## src/rtl/rx_pkt_stager_pkg.sv

```systemverilog
package rx_pkt_stager_pkg;

  typedef enum logic {
    ST_FWD  = 1'b0,
    ST_HOLD = 1'b1
  } stageState_t;

  // strobes from control to datapath
  typedef struct packed {
    logic load;
    logic setEop;
    logic setEep;
    logic clearMarks;
  } stageStrobe_t;

  // decoded conditions from datapath to control
  typedef struct packed {
    logic wordValid;
    logic isMarker;
    logic isEopCode;
    logic hasRoom;
    logic drained;
  } stageView_t;

endpackage

```

## src/rtl/rx_pkt_stager_dp.sv

```systemverilog
module rx_pkt_stager_dp
  import rx_pkt_stager_pkg::*;
#(
  parameter int DATA_W   = 8,
  parameter int F2_DEPTH = 64,
  parameter int CNT_W    = $clog2(F2_DEPTH + 1)
) (
  input  logic              clk,
  input  logic              rstN,
  input  logic [DATA_W:0]   f1Word,
  input  logic              f1Empty,
  input  logic [CNT_W-1:0]  f2Count,
  input  stageStrobe_t      strb,
  output stageView_t        view,
  output logic [DATA_W-1:0] f2Data,
  output logic              f2WrEn,
  output logic [CNT_W-1:0]  heldCount,
  output logic              gotEop,
  output logic              gotEep
);

  localparam int OCC_W = CNT_W + 1;
  localparam logic [OCC_W-1:0] DEPTH_LIM = OCC_W'(F2_DEPTH);

  logic [OCC_W-1:0] occupied;

  // a write still in flight is not yet visible in the fill count
  always_comb begin
    occupied       = {1'b0, f2Count} + OCC_W'(f2WrEn);
    view.wordValid = !f1Empty;
    view.isMarker  = f1Word[DATA_W];
    view.isEopCode = (f1Word[DATA_W-1:0] == '0);
    view.hasRoom   = (occupied < DEPTH_LIM);
    view.drained   = (f2Count == '0) && !f2WrEn;
  end

  always_ff @(posedge clk or negedge rstN) begin
    if (!rstN) begin
      f2WrEn    <= 1'b0;
      f2Data    <= '0;
      heldCount <= '0;
    end else begin
      f2WrEn    <= strb.load;
      heldCount <= f2Count;
      if (strb.load) f2Data <= f1Word[DATA_W-1:0];
    end
  end

  always_ff @(posedge clk or negedge rstN) begin
    if (!rstN) begin
      gotEop <= 1'b0;
      gotEep <= 1'b0;
    end else if (strb.clearMarks) begin
      gotEop <= 1'b0;
      gotEep <= 1'b0;
    end else if (strb.setEop) begin
      gotEop <= 1'b1;
    end else if (strb.setEep) begin
      gotEep <= 1'b1;
    end
  end

endmodule

```

## src/rtl/rx_pkt_stager_ctrl.sv

```systemverilog
module rx_pkt_stager_ctrl
  import rx_pkt_stager_pkg::*;
(
  input  logic         clk,
  input  logic         rstN,
  input  logic         linkOff,
  input  stageView_t   view,
  output stageStrobe_t strb,
  output logic         f1RdEn
);

  stageState_t state, stateNext;
  logic popNow;

  always_comb begin
    popNow = (state == ST_FWD) && !linkOff && view.wordValid &&
             (view.isMarker || view.hasRoom);
    strb.load       = popNow && !view.isMarker;
    strb.setEop     = popNow && view.isMarker && view.isEopCode;
    strb.setEep     = popNow && view.isMarker && !view.isEopCode;
    strb.clearMarks = linkOff || ((state == ST_HOLD) && view.drained);

    stateNext = state;
    unique case (state)
      ST_FWD:  if (strb.setEop || strb.setEep) stateNext = ST_HOLD;
      ST_HOLD: if (strb.clearMarks) stateNext = ST_FWD;
      default: stateNext = ST_FWD;
    endcase
    if (linkOff) stateNext = ST_FWD;
  end

  assign f1RdEn = popNow;

  always_ff @(posedge clk or negedge rstN) begin
    if (!rstN) state <= ST_FWD;
    else       state <= stateNext;
  end

endmodule

```

## src/rtl/rx_pkt_stager.sv

```systemverilog
module rx_pkt_stager
  import rx_pkt_stager_pkg::*;
#(
  parameter int DATA_W   = 8,
  parameter int F2_DEPTH = 64,
  parameter int CNT_W    = $clog2(F2_DEPTH + 1)
) (
  input  logic              clk,
  input  logic              rstN,
  input  logic              linkOff,
  input  logic [DATA_W:0]   f1Word,
  input  logic              f1Empty,
  output logic              f1RdEn,
  output logic [DATA_W-1:0] f2Data,
  output logic              f2WrEn,
  input  logic [CNT_W-1:0]  f2Count,
  output logic [CNT_W-1:0]  heldCount,
  output logic              gotEop,
  output logic              gotEep
);

  stageStrobe_t strb;
  stageView_t   view;

  rx_pkt_stager_ctrl u_ctrl (
    .clk     (clk),
    .rstN    (rstN),
    .linkOff (linkOff),
    .view    (view),
    .strb    (strb),
    .f1RdEn  (f1RdEn)
  );

  rx_pkt_stager_dp #(
    .DATA_W   (DATA_W),
    .F2_DEPTH (F2_DEPTH),
    .CNT_W    (CNT_W)
  ) u_dp (
    .clk       (clk),
    .rstN      (rstN),
    .f1Word    (f1Word),
    .f1Empty   (f1Empty),
    .f2Count   (f2Count),
    .strb      (strb),
    .view      (view),
    .f2Data    (f2Data),
    .f2WrEn    (f2WrEn),
    .heldCount (heldCount),
    .gotEop    (gotEop),
    .gotEep    (gotEep)
  );

endmodule

```

## config.mk

```make
export PLATFORM = sky130hd
export DESIGN_NAME = rx_pkt_stager
export DESIGN_NICKNAME = d
export VERILOG_FILES = /design/src/rtl/rx_pkt_stager_pkg.sv /design/src/rtl/rx_pkt_stager_dp.sv /design/src/rtl/rx_pkt_stager_ctrl.sv /design/src/rtl/rx_pkt_stager.sv
export SDC_FILE = /design/constraint.sdc
export NUM_CORES = 1
export LEC_CHECK = 0
export BUFFER_PORTS_ARGS = -buffer_cell sky130_fd_sc_hd__buf_2
export CORE_UTILIZATION = 42
export CTS_CLUSTER_SIZE = 28
export DETAILED_ROUTE_END_ITERATION = 8
export PLACE_DENSITY = 0.85
export SLEW_MARGIN = 20
export SYNTH_ARGS = -nofsm -noshare
export SYNTH_HDL_FRONTEND = slang
export SYNTH_SLANG_ARGS = --single-unit
```

## constraint.sdc

```tcl
create_clock -name clk -period 2 [get_ports clk]
set_clock_uncertainty 0.1 [all_clocks]
set_input_delay 0.2 -clock clk [delete_from_list [all_inputs] [get_ports clk]]
set_output_delay 0.2 -clock clk [all_outputs]
set_load 0.005 [all_outputs]
```

## Word-level counts from Yosys, hierarchy flattened

Index checks and enable logic that the tools add are counted.

| storage, ports and cells | value |
|---|---|
| flip-flop bits (word level) | 19 |
| output and inout bits | 19 |
| word-level logic and storage cells | 41 |

| cells by class | value |
|---|---|
| add/subtract/negate cells | 1 |
| $lt $le $gt $ge | 1 |
| eq/ne operators | 1 |
| multiplexer cells | 9 |
| bitwise gates (word level) | 1 |
| reductions and logical operators | 22 |

Operator list:

| kind | number |
|---|---|
| logical AND 1 bit | 9 |
| adder 7 x 1 -> 8 bit | 1 |
| zero test 8 bit | 1 |
| less-than comparator 8 x 7 -> 1 bit (second input constant) | 1 |
| two-way mux 1 bit | 8 |
| zero test 7 bit | 1 |
| zero test 1 bit | 5 |
| nonzero test 2 bit | 2 |
| logical OR 1 bit | 3 |
| inequality test 2 bit (second input constant) | 1 |
| one-hot mux 1 bit (2 select lines) | 1 |
| AND reduction 2 bit | 1 |
| inverter 1 bit | 1 |

## Logic depth before layout (Yosys ltp)

Gate-level depths: netlist of run 1.

| logic depth | value |
|---|---|
| word-level depth | 10 |
| mapped depth | 3 |
| depth with buffers taken out | 3 |

## Cells and area by module

Synthesis of run 1 repeated with hierarchy kept, for this count alone.

| second synthesis, totals | value |
|---|---|
| cells, all modules | 52 |
| area total of the unflattened synthesis | 729.4 um^2 |

By module, submodules not included:

| module | times used | cells each | area each (um^2) | sequential area each (um^2) |
|---|---|---|---|---|
| rx_pkt_stager_dp | 1 | 42 | 634.4 | 450.4 |
| rx_pkt_stager_ctrl | 1 | 10 | 95.1 | 25.0 |

## Least setup slack after synthesis of run 1

OpenSTA, ideal clock, no wires.

| timing path | value |
|---|---|
| path kind | register to register |
| start | register u_ctrl.state |
| end | register u_dp.f2Data[0] |
| data arrival time | 1184 ps |
| required time | 1775 ps |
| path slack | 591 ps |
| cell stages (with the launch flop) | 4 |
| clock period less this slack | 1409 ps |
| cells stage by stage | dfrtp_1 > nor4_4 > o211ai_4 > mux2_2 |

| between the ends | value |
|---|---|
| word-level cells in the longest chain between the ends | 5 |

RTL lines:

| element | RTL line | source |
|---|---|---|
| start: declaration | rx_pkt_stager_ctrl.sv:12 | `stageState_t state, stateNext;` |
| start signal: assignment | rx_pkt_stager_ctrl.sv:36 | `else state <= stateNext;` |
| inverter 1 bit | n/a |  |
| logical AND 1 bit (3 in series) | rx_pkt_stager_ctrl.sv:16 | `popNow = (state == ST_FWD) && !linkOff && view.wordValid &&` |
| logical AND 1 bit | rx_pkt_stager_ctrl.sv:18 | `strb.load = popNow && !view.isMarker;` |
| end signal: assignment | rx_pkt_stager_dp.sv:45 | `if (strb.load) f2Data <= f1Word[DATA_W-1:0];` |
| end: declaration | rx_pkt_stager_dp.sv:15 | `output logic [DATA_W-1:0] f2Data,` |

Every way passes these cells.
A chain may end at the register's enable or synchronous reset.

## Worst setup path after layout of run 1

| timing path | value |
|---|---|
| start | input port f2Count[0] |
| end | output port f1RdEn |

| between the ends | value |
|---|---|
| word-level cells in the longest chain between the ends | 4 |

RTL lines:

| element | RTL line | source |
|---|---|---|
| start: declaration | rx_pkt_stager.sv:16 | `input logic [CNT_W-1:0] f2Count,` |
| adder 7 x 1 -> 8 bit | rx_pkt_stager_dp.sv:29 | `occupied = {1'b0, f2Count} + OCC_W'(f2WrEn);` |
| less-than comparator 8 x 7 -> 1 bit | rx_pkt_stager_dp.sv:33 | `view.hasRoom = (occupied < DEPTH_LIM);` |
| logical OR 1 bit | rx_pkt_stager_ctrl.sv:17 | `(view.isMarker \|\| view.hasRoom);` |
| logical AND 1 bit | rx_pkt_stager_ctrl.sv:16 |  |
| end: declaration | rx_pkt_stager.sv:13 | `output logic f1RdEn,` |

Every way passes these cells.

==> results.md, run 1 <==
- The overall die width is 43.5 um.
- Across every metal layer, demand over resource in global routing totals 0.190.
- The floorplan has 14 rows.
- The clock transition time at the flip-flop clock pins of the worst setup and hold paths is 0.10 ns.
- For this run, the leading register cell type out of synthesis is dfrtp_1.
- Max-cap violations in this run came to 0.
- The nature of the critical path startpoint is an input pin.
- The maximum clock insertion buffer count is 2.
- The library cell with the highest instance count after synthesis is dfrtp_1.
- The master cell of the clock root buffer is clkbuf_4.
- The flow ran to the end, but the final reports show violations.
- In this run, synthesis inferred 0 flip-flops with an integrated enable.
- In the routed layout, each cell is associated on average with a via count of 5.19.
- In the final layout, the multi-input gates occupy 243 um^2.
- In the finished design, the share of the clock period the worst path needs comes to 0.950.
- STA classifies the critical path endpoint as an output port.
- Once detail routing completed, the nets flagged for antenna violations numbered 0.
- The first TritonRoute pass finished after 6 iterations.
- The clock period minus worst slack is 1.90 ns.
- During placement, the flow inserted port buffers numbering 38.
- The final-stage net count is 120.
- The placer congestion estimate is 0.753.
- Derived from the worst setup path, the maximum achievable clock frequency is 0.526 GHz.
- After synthesis, the share of flip-flops with an asynchronous set or reset is 1.00.
- The die outline height is 43.5 um.
- After the first detailed-routing iteration, the DRC count stood at 8.
- The area inside the core boundary is 1560 um^2.
- By count the netlist is led by dfrtp_1 (19), mux2_2 (8), inv_1 (3).
- The starting density of the core is 0.465.
- The worst setup path is of the input pin to output port kind.
- The number of H-tree branching levels is 1.
- Fill cells in the final layout number 117.
- The aggregate routed wire length is 1560 um.
- Entering global routing, the biggest net connects 20 pins.
- The repair_antennas step left the layout with diodes totalling 0.
- The number of hold violations in the final report was 0.
- Dividing the detail-routed wire length by the instance count gives 13.5 um.
- The max-slew headroom at the worst pin is 0.614.
- The required time of the worst setup path is 1.70 ns.
- The class of the tightest hold or removal check is input pin to register.
- Counting every net in the synthesized netlist gives 68.
- Adding up every negative setup slack in the final design gives 0 ns.
- The die covers 1890 um^2.
- At the pin with the least slew margin, the transition time is 0.571 ns.
- The clock tree from TritonCTS is done.
- The number of top-level pins is 39.
- The area growth from synthesis to layout is 45.4%.
- The number of clock buffers added by TritonCTS is 3.
- Setup repair after global routing left no endpoint under its margin.
- The total via count in the routed design is 597.
- The total power is 0.778 mW.
- The total congestion overflow is 0.
- Dividing the synthesized area by the synthesized cell count gives 15.1 um^2.
- For this run, global-route usage on met3 was measured as 0.0250.
- The first global-routing pass estimated 2570 um of wire.
- The busiest metal layer after global routing is met2.
- In the routed design, unresolved DRC markers number 8.
- The number of distinct library cells after synthesis is 17.
- The worst endpoint data arrival time is 1.60 ns.
- The register bit total from synthesis is 19.
- The number of sinks on the clock net is 19.
- The maximum fanout encountered on the critical timing path is 3.
- The clock reaches the later pin of the worst-skew pair after 0.28 ns.
- The number of antenna violations at the first check in global routing is 0.
- The met2 track demand over resource in global routing is 0.327.
- The post-synthesis sequential area ratio is 0.656.
- The fraction of final layout cells sized beyond drive strength 1 is 0.535.
- The global-route track usage on met1 is 0.236.
- The synthesized area is 724 um^2.
- The final reports fail on DRC.
- The final max-slew violation count was 0.
- The cell count after synthesis came out at 48.
- The number of global-route vias before repair is 620.
- The share of synthesized area in the top cell type comes to 0.656.
- The dominant cell type by area after synthesis is dfrtp_1.
- VDD sags by at most 0.000451 V.
- The HPWL after detailed placement is 1150 um.
- Power spread over the standard cell area amounts to 739 nW/um^2.
- The final setup violation count is 0.
- The sequential cell area in the final layout is 475 um^2.
- Yosys attributes the largest share of cell area to dfrtp_1 (66%), mux2_2 (12%), nor4_4 (2.9%).
- The count of yosys warnings during synthesis is 0.
- The analysis attributes to cell leakage a power of 0.536 nW.
-- cells in the final DEF, fill, tap and decap left out, drive strengths merged --
cell | Yosys | final
nor4 | 3 | 3
nand3 | 1 | 1
nor4b | 2 | 2
nor2 | 1 | 1
dfrtp | 19 | 19
mux2 | 8 | 8
o21a | 2 | 2
a2111oi | 1 | 1
dlygate4sd3 | 0 | 8
clkbuf | 0 | 4
buf | 0 | 39
a21boi | 1 | 1
inv | 3 | 3
a31oi | 2 | 2
nor2b | 1 | 1
nor3 | 1 | 1
nand4 | 1 | 1
o21ai | 1 | 1
o211ai | 1 | 1
-- cells by family after synthesis --
group	Yosys count	share of synthesized area
compound gates	8	0.0967
buf+inv	3	0.0155
flops	19	0.656
mux	8	0.124
simple gates	10	0.107
-- state kept, by name (all words and copies together) (netlist names) --
register	flops
u_ctrl.state	1
u_dp.f2Data	8
u_dp.f2WrEn	1
u_dp.gotEep	1
u_dp.gotEop	1
u_dp.heldCount	7
-- layout make-up --
class,instances,area share
sequential,19,0.451
timing repair buffer,47,0.264
tap,16,0.0190
inverter,3,0.0107
multi-input combinational,26,0.230
clock buffer,4,0.0249
-- report_power, final --
part	total [mW]	switching, mW	internal (mW)	leakage [nW]
Combinational	0.149	0.0614	0.0874	0.288
Clock	0.180	0.103	0.0773	0.0150
Sequential	0.449	0.0203	0.429	0.232
Total	0.778	0.185	0.593	0.536
-- stage by stage --
stage / hold slack [ns] / utilization / worst slack [ns] / area [um^2] / instances
2_1_floorplan: -0.196 / - / 0.591 / 724 / 48
4_1_cts: 0.0470 / 0.668 / 0.00849 / 1040 / 114
6_report: 0.0542 / 0.676 / 0.100 / 1050 / 115
5_1_grt: 0.0413 / 0.676 / 0.0197 / 1050 / 115
3_3_place_gp: 0.0487 / 0.600 / 0.513 / 935 / 102
3_5_place_dp: 0.0570 / 0.600 / 0.478 / 935 / 102
-- what timing repair did --
action	4_1_cts	5_1_grt
endpoints found under the hold margin	26	0
buffers inserted	0	1
endpoints found under the setup margin	0	1
gates resized for setup	0	1
hold buffers	8	0
-- per-layer routing --
| layer | vias to the layer above | share of wire |
|---|---|---|
| met4 | 0 | 0.0071 |
| met5 | - | 0 |
| met2 | 37 | 0.49 |
| met1 | 279 | 0.42 |
| li1 | 279 | - |
| met3 | 2 | 0.083 |
-- final timing paths --
path,startpoint,to,slack [ns],depth (start not counted)
max,f2Count[0],f1RdEn,0.10,6
min,f1Word[1],u_dp.f2Data[1]$_DFFE_PN0P_,0.05,2
max reg2reg,u_ctrl.state$_DFF_PN0_,u_dp.gotEep$_DFFE_PN0P_,0.43,3
min reg2reg,u_dp.f2Data[6]$_DFFE_PN0P_,u_dp.f2Data[6]$_DFFE_PN0P_,0.41,1
max in group asynchronous,rstN,u_dp.f2WrEn$_DFF_PN0_,1.24,2
min in group asynchronous,rstN,u_dp.heldCount[5]$_DFF_PN0_,0.27,2
-- worst max-delay path: stages --
cell and delay, ns:
dlygate4sd3_1 0.54, buf_2 0.14, nand4_1 0.11, o21ai_0 0.10, a2111oi_0 0.34, buf_2 0.18
(Power assumes the default switching activity.)
==> run 2: changes to the inputs <==
--- a/config.mk
+++ b/config.mk
@@ -5,11 +5,13 @@
 export SDC_FILE = /design/constraint.sdc
 export NUM_CORES = 1
 export LEC_CHECK = 0
+export ABC_AREA = 1
 export BUFFER_PORTS_ARGS = -buffer_cell sky130_fd_sc_hd__buf_2
-export CORE_UTILIZATION = 42
+export CORE_UTILIZATION = 44
 export CTS_CLUSTER_SIZE = 28
 export DETAILED_ROUTE_END_ITERATION = 8
-export PLACE_DENSITY = 0.85
+export PLACE_DENSITY = 0.86
+export SETUP_SLACK_MARGIN = 0.05
 export SLEW_MARGIN = 20
 export SYNTH_ARGS = -nofsm -noshare
 export SYNTH_HDL_FRONTEND = slang
==> run 2 against run 1 <==
  * Clock power up 3%
  * Final cell count up 47%
  * Design area up 8.8%
  * Setup slack better by 0.14 ns
  * Clock-buffer cell count unchanged
  * Sequential share of layout area down 3.6 points
  * Core utilization down 1.2 points
  * Critical path depth up 2
  * Global-route usage down 0.96 points
  * The flow now finishes without violations
  * Routed wire length up 12%
  * Synthesized area up 13%
  * Largest power group unchanged
  * Register-to-register slack better by 0.23 ns
==> results.md, run 2 <==
- Result of the run: complete, no violations (was finished with violations).
- The cell type group with the largest total delay on the critical path is buffers and inverters (unchanged).
- The die outline height is 45.1 um (was 43.5 um).
- The clock tree from TritonCTS is done (unchanged).
- The area fraction of the dominant cell type after synthesis is 0.581 (was 0.656).
- The synthesized area was 818 um^2 (was 724 um^2).
- The number of gates resized after CTS is 0 (unchanged).
- The hold-critical path depth is 4 (was 2).
- The instance area after placement came to 1040 um^2 (was 935 um^2).
- The all-layer global routing usage is 0.181 (was 0.190).
- The cell count after synthesis came to 94 (was 48).
- The overall die width is 45.1 um (was 43.5 um).
- The cell total after placement is 157 (was 102).
- The maximum clock frequency is 0.569 GHz (was 0.526 GHz).
- The total via count in the routed design is 793 (was 597).
- The final-stage net count came to 165 (was 120).
- The area inside the core boundary was 1730 um^2 (was 1560 um^2).
- The master cell of the clock root buffer is clkbuf_4 (unchanged).
- The endpoint of the worst hold path was u_dp.gotEop$_DFFE_PN0P_ (was u_dp.f2Data[1]$_DFFE_PN0P_).
- The dominant cell type by area after synthesis is dfrtp_1 (unchanged).
- The most frequent cell on the critical path is nand2_1 (was buf_2).
- The clock transition time at the flip-flop clock pins of the worst setup and hold paths is 0.10 ns (about the same).
- The transition time of the tightest slew-check pin was 0.418 ns (was 0.571 ns).
- The final max-slew violation count was 0 (unchanged).
- The final worst hold slack is 0.0574 ns (was 0.0542 ns).
- The launch point of the critical path is f2Count[4] (was f2Count[0]).
- The worst endpoint data arrival time is 1.46 ns (was 1.60 ns).
- The HPWL after detailed placement is 1300 um (was 1150 um).
- The number of global-route vias before repair is 670 (was 620).
- The standby leakage power was 0.644 nW (was 0.536 nW).
- The ratio of final minimum period to clock period is 0.879 (was 0.950).
- The leading register cell type out of synthesis is dfrtp_1 (unchanged).
- The placer congestion estimate is 0.811 (was 0.753).
- The multi-input gate area in the final layout is 298 um^2 (was 243 um^2).
- The first-pass detailed-route iteration total is 4 (was 6).
- The register with the highest flop count is u_dp.f2Data (unchanged).
- The number of distinct library cells after synthesis is 12 (was 17).
- The maximum fanout encountered on the critical timing path is 10 (was 3).
- The overall die area came to 2040 um^2 (was 1890 um^2).
- The type of destination of the critical path is an output port (unchanged).
- RSZ-0062 raised after global routing: no (unchanged).
- The required time of the worst setup path was 1.70 ns (about the same).
- The peak supply drop is 0.000463 V (was 0.000451 V).
- The first-pass GRT wire length came to 2690 um (was 2570 um).
- The area growth from synthesis to layout is 40.1% (was 45.4%).
- The class of the tightest hold or removal check is input pin to register (unchanged).
- The detail-routed via count per cell is 4.69 (was 5.19).
- The post-route cell area came to 1150 um^2 (was 1050 um^2).
- The register bit total from synthesis is 19 (unchanged).
- Critical-path cell list: dlygate4sd3_1 > buf_2 > nand2_1 > nor2_1 > nand2_2 > nand2_1 > nand2_1 > buf_2 (was dlygate4sd3_1 > buf_2 > nand4_1 > o21ai_0 > a2111oi_0 > buf_2).
- The clock insertion delay at the later pin of the skew report came to 0.28 ns (about the same).
- The cell count of the worst reg-to-reg path was 6 (was 3).
- The number of antenna diodes is 0 (unchanged).
- The DRC violation count after routing is 0 (was 8).
- The worst slack at placement is 0.668 ns (was 0.478 ns).
- The total number of placement rows is 15 (was 14).
- The post-synthesis sequential area ratio is 0.581 (was 0.656).
- The TritonCTS buffer count is 3 (unchanged).
- The first-iteration detailed-routing DRC count is 26 (was 8).
- The setup slack of the most critical reg-to-reg path is 0.66 ns (was 0.43 ns).
- The final routed wire length divided by cell count is 10.3 um (was 13.5 um).
- The number of sinks on the clock net is 19 (unchanged).
- The pin count of the biggest net entering global routing is 20 (unchanged).
- The fraction of final layout cells sized beyond drive strength 1 came to 0.319 (was 0.535).
- The count of yosys warnings during synthesis was 0 (unchanged).
- The most common cell after layout, fill and taps aside is buf_2 (unchanged).
- The final setup violation count is 0 (unchanged).
- The source of the worst register-to-register timing path is u_ctrl.state$_DFF_PN0_ (unchanged).
- The synthesized area per cell was 8.71 um^2 (was 15.1 um^2).
- The nature of the critical path startpoint is an input pin (unchanged).
- The startpoint of the worst hold path is linkOff (was f1Word[1]).
- The number of nets produced by synthesis is 114 (was 68).
- The number of top-level pins was 39 (unchanged).
- The number of antenna violations at the first check in global routing is 0 (unchanged).
- The starting density of the core is 0.474 (was 0.465).
- The count of input and output buffers is 38 (unchanged).
- The aggregate routed wire length is 1740 um (was 1560 um).
- Cells taking the most area after synthesis: dfrtp_1 (58%), nand2_1 (14%), nor2_1 (7.3%) (was dfrtp_1 (66%), mux2_2 (12%), nor4_4 (2.9%)).
- The maximum clock insertion buffer count is 2 (unchanged).
- The number of enable flip-flop cells after synthesis is 0 (unchanged).
- The endpoint of the worst-slack reg-to-reg timing path is u_dp.f2Data[6]$_DFFE_PN0P_ (was u_dp.gotEep$_DFFE_PN0P_).
- The total power came to 0.785 mW (was 0.778 mW).
- Synth top cells by count: nand2_1 (30), dfrtp_1 (19), nor2_1 (16) (was dfrtp_1 (19), mux2_2 (8), inv_1 (3)).
- The cell with the largest stage delay on the worst path is dlygate4sd3_1 (unchanged).
- The max-slew headroom at the worst pin is 0.721 (was 0.614).
- The count of antenna-violating nets left after detailed routing is 0 (unchanged).
- The post-route setup TNS was 0 ns (unchanged).
- The flip-flop count of the largest register, all copies and words added is 8 (unchanged).
- The library cell with the highest instance count after synthesis is nand2_1 (was dfrtp_1).
- The utilization after layout is 0.664 (was 0.676).
- The total power divided by cell area is 685 nW/um^2 (was 739 nW/um^2).
- The sequential cell area in the final layout was 475 um^2 (unchanged).
- The setup slack of the critical path after layout came to 0.241 ns (was 0.100 ns).
- The share of async-settable or async-resettable flops after synthesis is 1.00 (unchanged).
- The number of H-tree branching levels is 1 (unchanged).
- The total congestion overflow is 0 (unchanged).
- Most used cells in the layout excluding fill and tap cells: buf_2 (38), nand2_1 (30), dfrtp_1 (19) (was buf_2 (38), dfrtp_1 (19), mux2_2 (8), dlygate4sd3_1 (8)).
- The maximum cell stage delay along the critical path is 0.54 ns (about the same).
- The clock period minus worst slack is 1.76 ns (was 1.90 ns).
- The worst setup path category is input pin to output port (unchanged).
- The non-filler instance count after layout is 169 (was 115).
- The number of buffer and inverter stages on the critical path is 3 (unchanged).
- Regs by FF count: u_dp.f2Data x8, u_dp.heldCount x7 (unchanged).
- The number of setup buffers added after CTS is 0 (unchanged).
- The number of max-capacitance violations reported was 0 (unchanged).
- The number of fill cells in the layout is 144 (was 117).
- The number of hold violations in the final report came to 0 (unchanged).
run 2: cell count changes after synthesis, moves of 7 or more:
cell | before | now
nand4_1 | 1 | 8
nor2_1 | 1 | 16
nand2_1 | 0 | 30
mux2_2 | 8 | 0
inv_1 | 3 | 11
run 2: worst max-delay path by stage:
stage	end	cells after the start
after floorplan	u_dp.f2Data[0]$_DFFE_PN0P_	6
after global placement	f1RdEn	6
after detailed placement	f1RdEn	6
after CTS	f1RdEn	8
after global routing	f1RdEn	8
final	f1RdEn	8
run 2: kinds of logic after synthesis:
logic type | count (synthesis) | share of synthesized area
DFF | 19 | 0.581
AOI/OAI and AO/OA | 3 | 0.0183
and+or+nand+nor | 60 | 0.346
buffers and inverters | 12 | 0.0550
run 2: timing repair:
item / 4_1_cts / 5_1_grt
setup endpoints to repair: 0 / 0
endpoints found under the hold margin: 25 / 1
hold buffers: 7 / 1
run 2: final cells by class:
cell class | instances | area share
Clock buffer | 4 | 0.0229
Multi-Input combinational cell | 63 | 0.260
Sequential cell | 19 | 0.415
Inverter | 12 | 0.0393
Timing Repair Buffer | 46 | 0.236
Tap cell | 25 | 0.0273
run 2: worst reg2reg max path, cell delays in order, from the launching register on:
cell     delay, ns
dfrtp_1       0.42
nor2_1        0.13
nand2_2       0.10
nor2_8        0.17
nand3_4       0.15
nand2_1       0.10
nand2_1       0.05
run 2: power by group:
| part | leakage [nW] | switching, mW | internal, mW |
|---|---|---|---|
| combinational | 0.392 | 0.0787 | 0.0741 |
| sequential | 0.237 | 0.0203 | 0.427 |
| clock | 0.0150 | 0.108 | 0.0773 |
run 2: layer usage:
| layer | up-vias | wire (um) | track usage |
|---|---|---|---|
| met5 | - | 0 | 0 |
| met4 | 0 | 7 | 0.0606 |
| met3 | 2 | 99 | 0.0160 |
| met2 | 31 | 861 | 0.310 |
| met1 | 363 | 772 | 0.238 |
| li1 | 397 | - | - |
==> run 3: changes to the inputs <==
--- a/config.mk
+++ b/config.mk
@@ -8,6 +8,7 @@
 export ABC_AREA = 1
 export BUFFER_PORTS_ARGS = -buffer_cell sky130_fd_sc_hd__buf_2
 export CORE_UTILIZATION = 44
+export CTS_CLUSTER_DIAMETER = 150
 export CTS_CLUSTER_SIZE = 28
 export DETAILED_ROUTE_END_ITERATION = 8
 export PLACE_DENSITY = 0.86
==> constraint.sdc (replaced) <==
create_clock -name clk -period 2 [get_ports clk]
set_clock_uncertainty 0.1 [all_clocks]
set_input_delay 0.2 -clock clk [delete_from_list [all_inputs] [get_ports clk]]
set_output_delay 0.2 -clock clk [all_outputs]
set_load 0.1 [all_outputs]
==> run 3 against run 2 <==
  * Via count rose by 1.3%
  * Non-clock buffer count rose by 2
  * Fmax fell by 4.5%
  * Critical path type is now register to output port
  * Routed wire length rose by 8.7%
  * Highest routed layer unchanged
  * Power rose by 43%
  * Critical path depth fell by 2
  * Register-to-register slack got worse by 0.02 ns
  * Setup slack got worse by 0.083 ns
  * Combinational power rose to 3.2 times the previous value
  * Sequential power barely moved
  * Clock-buffer cell count did not move
==> results.md, run 3 (synthesis gave the netlist of run 2 again) <==
- The startpoint of the worst hold path is linkOff (unchanged).
- The multi-input gate area in the final layout is 298 um^2 (unchanged).
- The number of antenna violations at the first check in global routing is 0 (unchanged).
- The post-route setup TNS is 0 ns (unchanged).
- The worst endpoint data arrival time is 1.54 ns (was 1.46 ns).
- The overall die area is 2040 um^2 (unchanged).
- The endpoint of the worst hold path was u_dp.gotEop$_DFFE_PN0P_ (unchanged).
- RSZ-0062 raised after global routing: no (unchanged).
- The final-stage net count is 167 (was 165).
- The type of destination of the critical path is an output port (unchanged).
- The final routed wire length divided by cell count is 11.1 um (was 10.3 um).
- The starting density of the core is 0.474 (unchanged).
- The total power divided by cell area is 960 nW/um^2 (was 685 nW/um^2).
- The nature of the critical path startpoint was a register (was input pin).
- The master cell of the clock root buffer is clkbuf_4 (unchanged).
- The endpoint of the worst-slack reg-to-reg timing path is u_dp.f2Data[6]$_DFFE_PN0P_ (unchanged).
- The peak supply drop is 0.000705 V (was 0.000463 V).
- The total number of placement rows is 15 (unchanged).
- The transition time of the tightest slew-check pin was 0.486 ns (was 0.418 ns).
- The sequential cell area in the final layout is 477 um^2 (was 475 um^2).
- The DRC violation count after routing was 0 (unchanged).
- The most common cell after layout, fill and taps aside is buf_2 (unchanged).
- The number of H-tree branching levels is 1 (unchanged).
- The hold-critical path depth is 4 (unchanged).
- The aggregate routed wire length is 1890 um (was 1740 um).
- The detail-routed via count per cell was 4.70 (was 4.69).
- Regs by FF count: u_dp.f2Data x8, u_dp.heldCount x7 (unchanged).
- The class of the tightest hold or removal check is input pin to register (unchanged).
- The final setup violation count is 0 (unchanged).
- The number of top-level pins came to 39 (unchanged).
- The maximum clock frequency came to 0.543 GHz (was 0.569 GHz).
- The placer congestion estimate is 0.814 (was 0.811).
- The register with the highest flop count is u_dp.f2Data (unchanged).
- The final max-slew violation count is 0 (unchanged).
- The number of max-capacitance violations reported was 0 (unchanged).
- The first-pass GRT wire length is 2790 um (was 2690 um).
- The launch point of the critical path is u_ctrl.state$_DFF_PN0_ (was f2Count[4]).
- The total congestion overflow came to 0 (unchanged).
- The clock period minus worst slack is 1.84 ns (was 1.76 ns).
- The required time of the worst setup path is 1.70 ns (about the same).
- The number of fill cells in the layout was 147 (was 144).
- The area inside the core boundary is 1730 um^2 (unchanged).
- The flip-flop count of the largest register, all copies and words added is 8 (unchanged).
- The cell count of the worst reg-to-reg path is 6 (unchanged).
- The clock transition time at the flip-flop clock pins of the worst setup and hold paths came to 0.10 ns (about the same).
- The number of hold violations in the final report is 0 (unchanged).
- The number of global-route vias before repair is 669 (was 670).
- The number of antenna diodes was 0 (unchanged).
- The die outline height is 45.1 um (unchanged).
- The count of input and output buffers came to 38 (unchanged).
- The TritonCTS buffer count was 3 (unchanged).
- The non-filler instance count after layout is 171 (was 169).
- The first-iteration detailed-routing DRC count was 24 (was 26).
- The maximum clock insertion buffer count is 2 (unchanged).
- The worst setup path category is register to output port (was input pin to output port).
- The max-slew headroom at the worst pin is 0.678 (was 0.721).
- Most used cells in the layout excluding fill and tap cells: buf_2 (37), nand2_1 (30), dfrtp_1 (18) (was buf_2 (38), nand2_1 (30), dfrtp_1 (19)).
- The area growth from synthesis to layout is 43.3% (was 40.1%).
- The number of sinks on the clock net is 19 (unchanged).
- The first-pass detailed-route iteration total came to 5 (was 4).
- The ratio of final minimum period to clock period came to 0.921 (was 0.879).
- The pin count of the biggest net entering global routing was 20 (unchanged).
- Result of the run: complete, no violations (unchanged).
- The source of the worst register-to-register timing path is u_ctrl.state$_DFF_PN0_ (unchanged).
- The all-layer global routing usage was 0.198 (was 0.181).
- The total via count in the routed design was 803 (was 793).
- The count of antenna-violating nets left after detailed routing is 0 (unchanged).
- The overall die width came to 45.1 um (unchanged).
- The cell total after placement is 157 (unchanged).
- The standby leakage power came to 0.653 nW (was 0.644 nW).
- The clock insertion delay at the later pin of the skew report was 0.29 ns (was 0.28 ns).
- The HPWL after detailed placement is 1260 um (was 1300 um).
- The clock tree from TritonCTS is done (unchanged).
- The fraction of final layout cells sized beyond drive strength 1 was 0.336 (was 0.319).
- The maximum fanout encountered on the critical timing path came to 10 (unchanged).
- The setup slack of the most critical reg-to-reg path is 0.64 ns (was 0.66 ns).
==> run 3: how the worst max path moves through the flow <==
stage             end  slack, ns  depth (start not counted)
2_1_floorplan  f1RdEn       0.06                          5
3_3_place_gp   f1RdEn       0.38                          6
3_5_place_dp   f1RdEn       0.32                          6
4_1_cts        f1RdEn       0.08                          8
5_1_grt        f1RdEn       0.05                          6
6_report       f1RdEn       0.16                          6
==> run 3: routing by layer <==
metal	up-vias	global-route usage	share of wire
met2	36	0.336	0.52
li1	396	-	-
met1	367	0.237	0.40
met5	-	0	0
met3	4	0.0480	0.066
met4	0	0.0909	0.015
==> run 3: power by group <==
| part | switching [mW] | total [mW] | leakage [nW] | internal (mW) |
|---|---|---|---|---|
| clock | 0.115 | 0.193 | 0.0150 | 0.0777 |
| combinational | 0.408 | 0.487 | 0.403 | 0.0782 |
| sequential | 0.0192 | 0.446 | 0.236 | 0.427 |
==> run 3: stage by stage <==
stage / hold WS [ns] / utilization / worst slack [ns] / instance area, um^2 / power, mW
after floorplan: -0.196 / - / 0.0608 / 820 / 0.833
after global placement: 0.0450 / 0.603 / 0.384 / 1040 / 0.919
after detailed placement: 0.0549 / 0.603 / 0.316 / 1040 / 0.924
after CTS: 0.0511 / 0.666 / 0.0774 / 1150 / 1.13
after global routing: 0.0429 / 0.679 / 0.0542 / 1170 / 1.18
final: 0.0500 / 0.679 / 0.159 / 1170 / 1.13
==> run 3: what timing repair did <==
action	CTS	global route
pin swaps	0	1
endpoints found under the hold margin	26	0
setup endpoints to repair	1	1
hold buffers	8	0
resized for setup	1	2
buffers inserted	0	2
==> run 3: final cells by class <==
cell class	count	share of cell area
flip-flops and latches	19	0.407
multi-input cells	63	0.254
repair buffers	48	0.252
inverters	12	0.0384
well taps	25	0.0267
clock buffers	4	0.0224
==> run 3: worst max-delay path: stages (launching register included) <==
cell and delay, ns:
dfrtp_1 0.42, nor2_1 0.14, nand2_2 0.12, nor2_8 0.18
nand2_1 0.09, nand2_1 0.10, buf_8 0.20
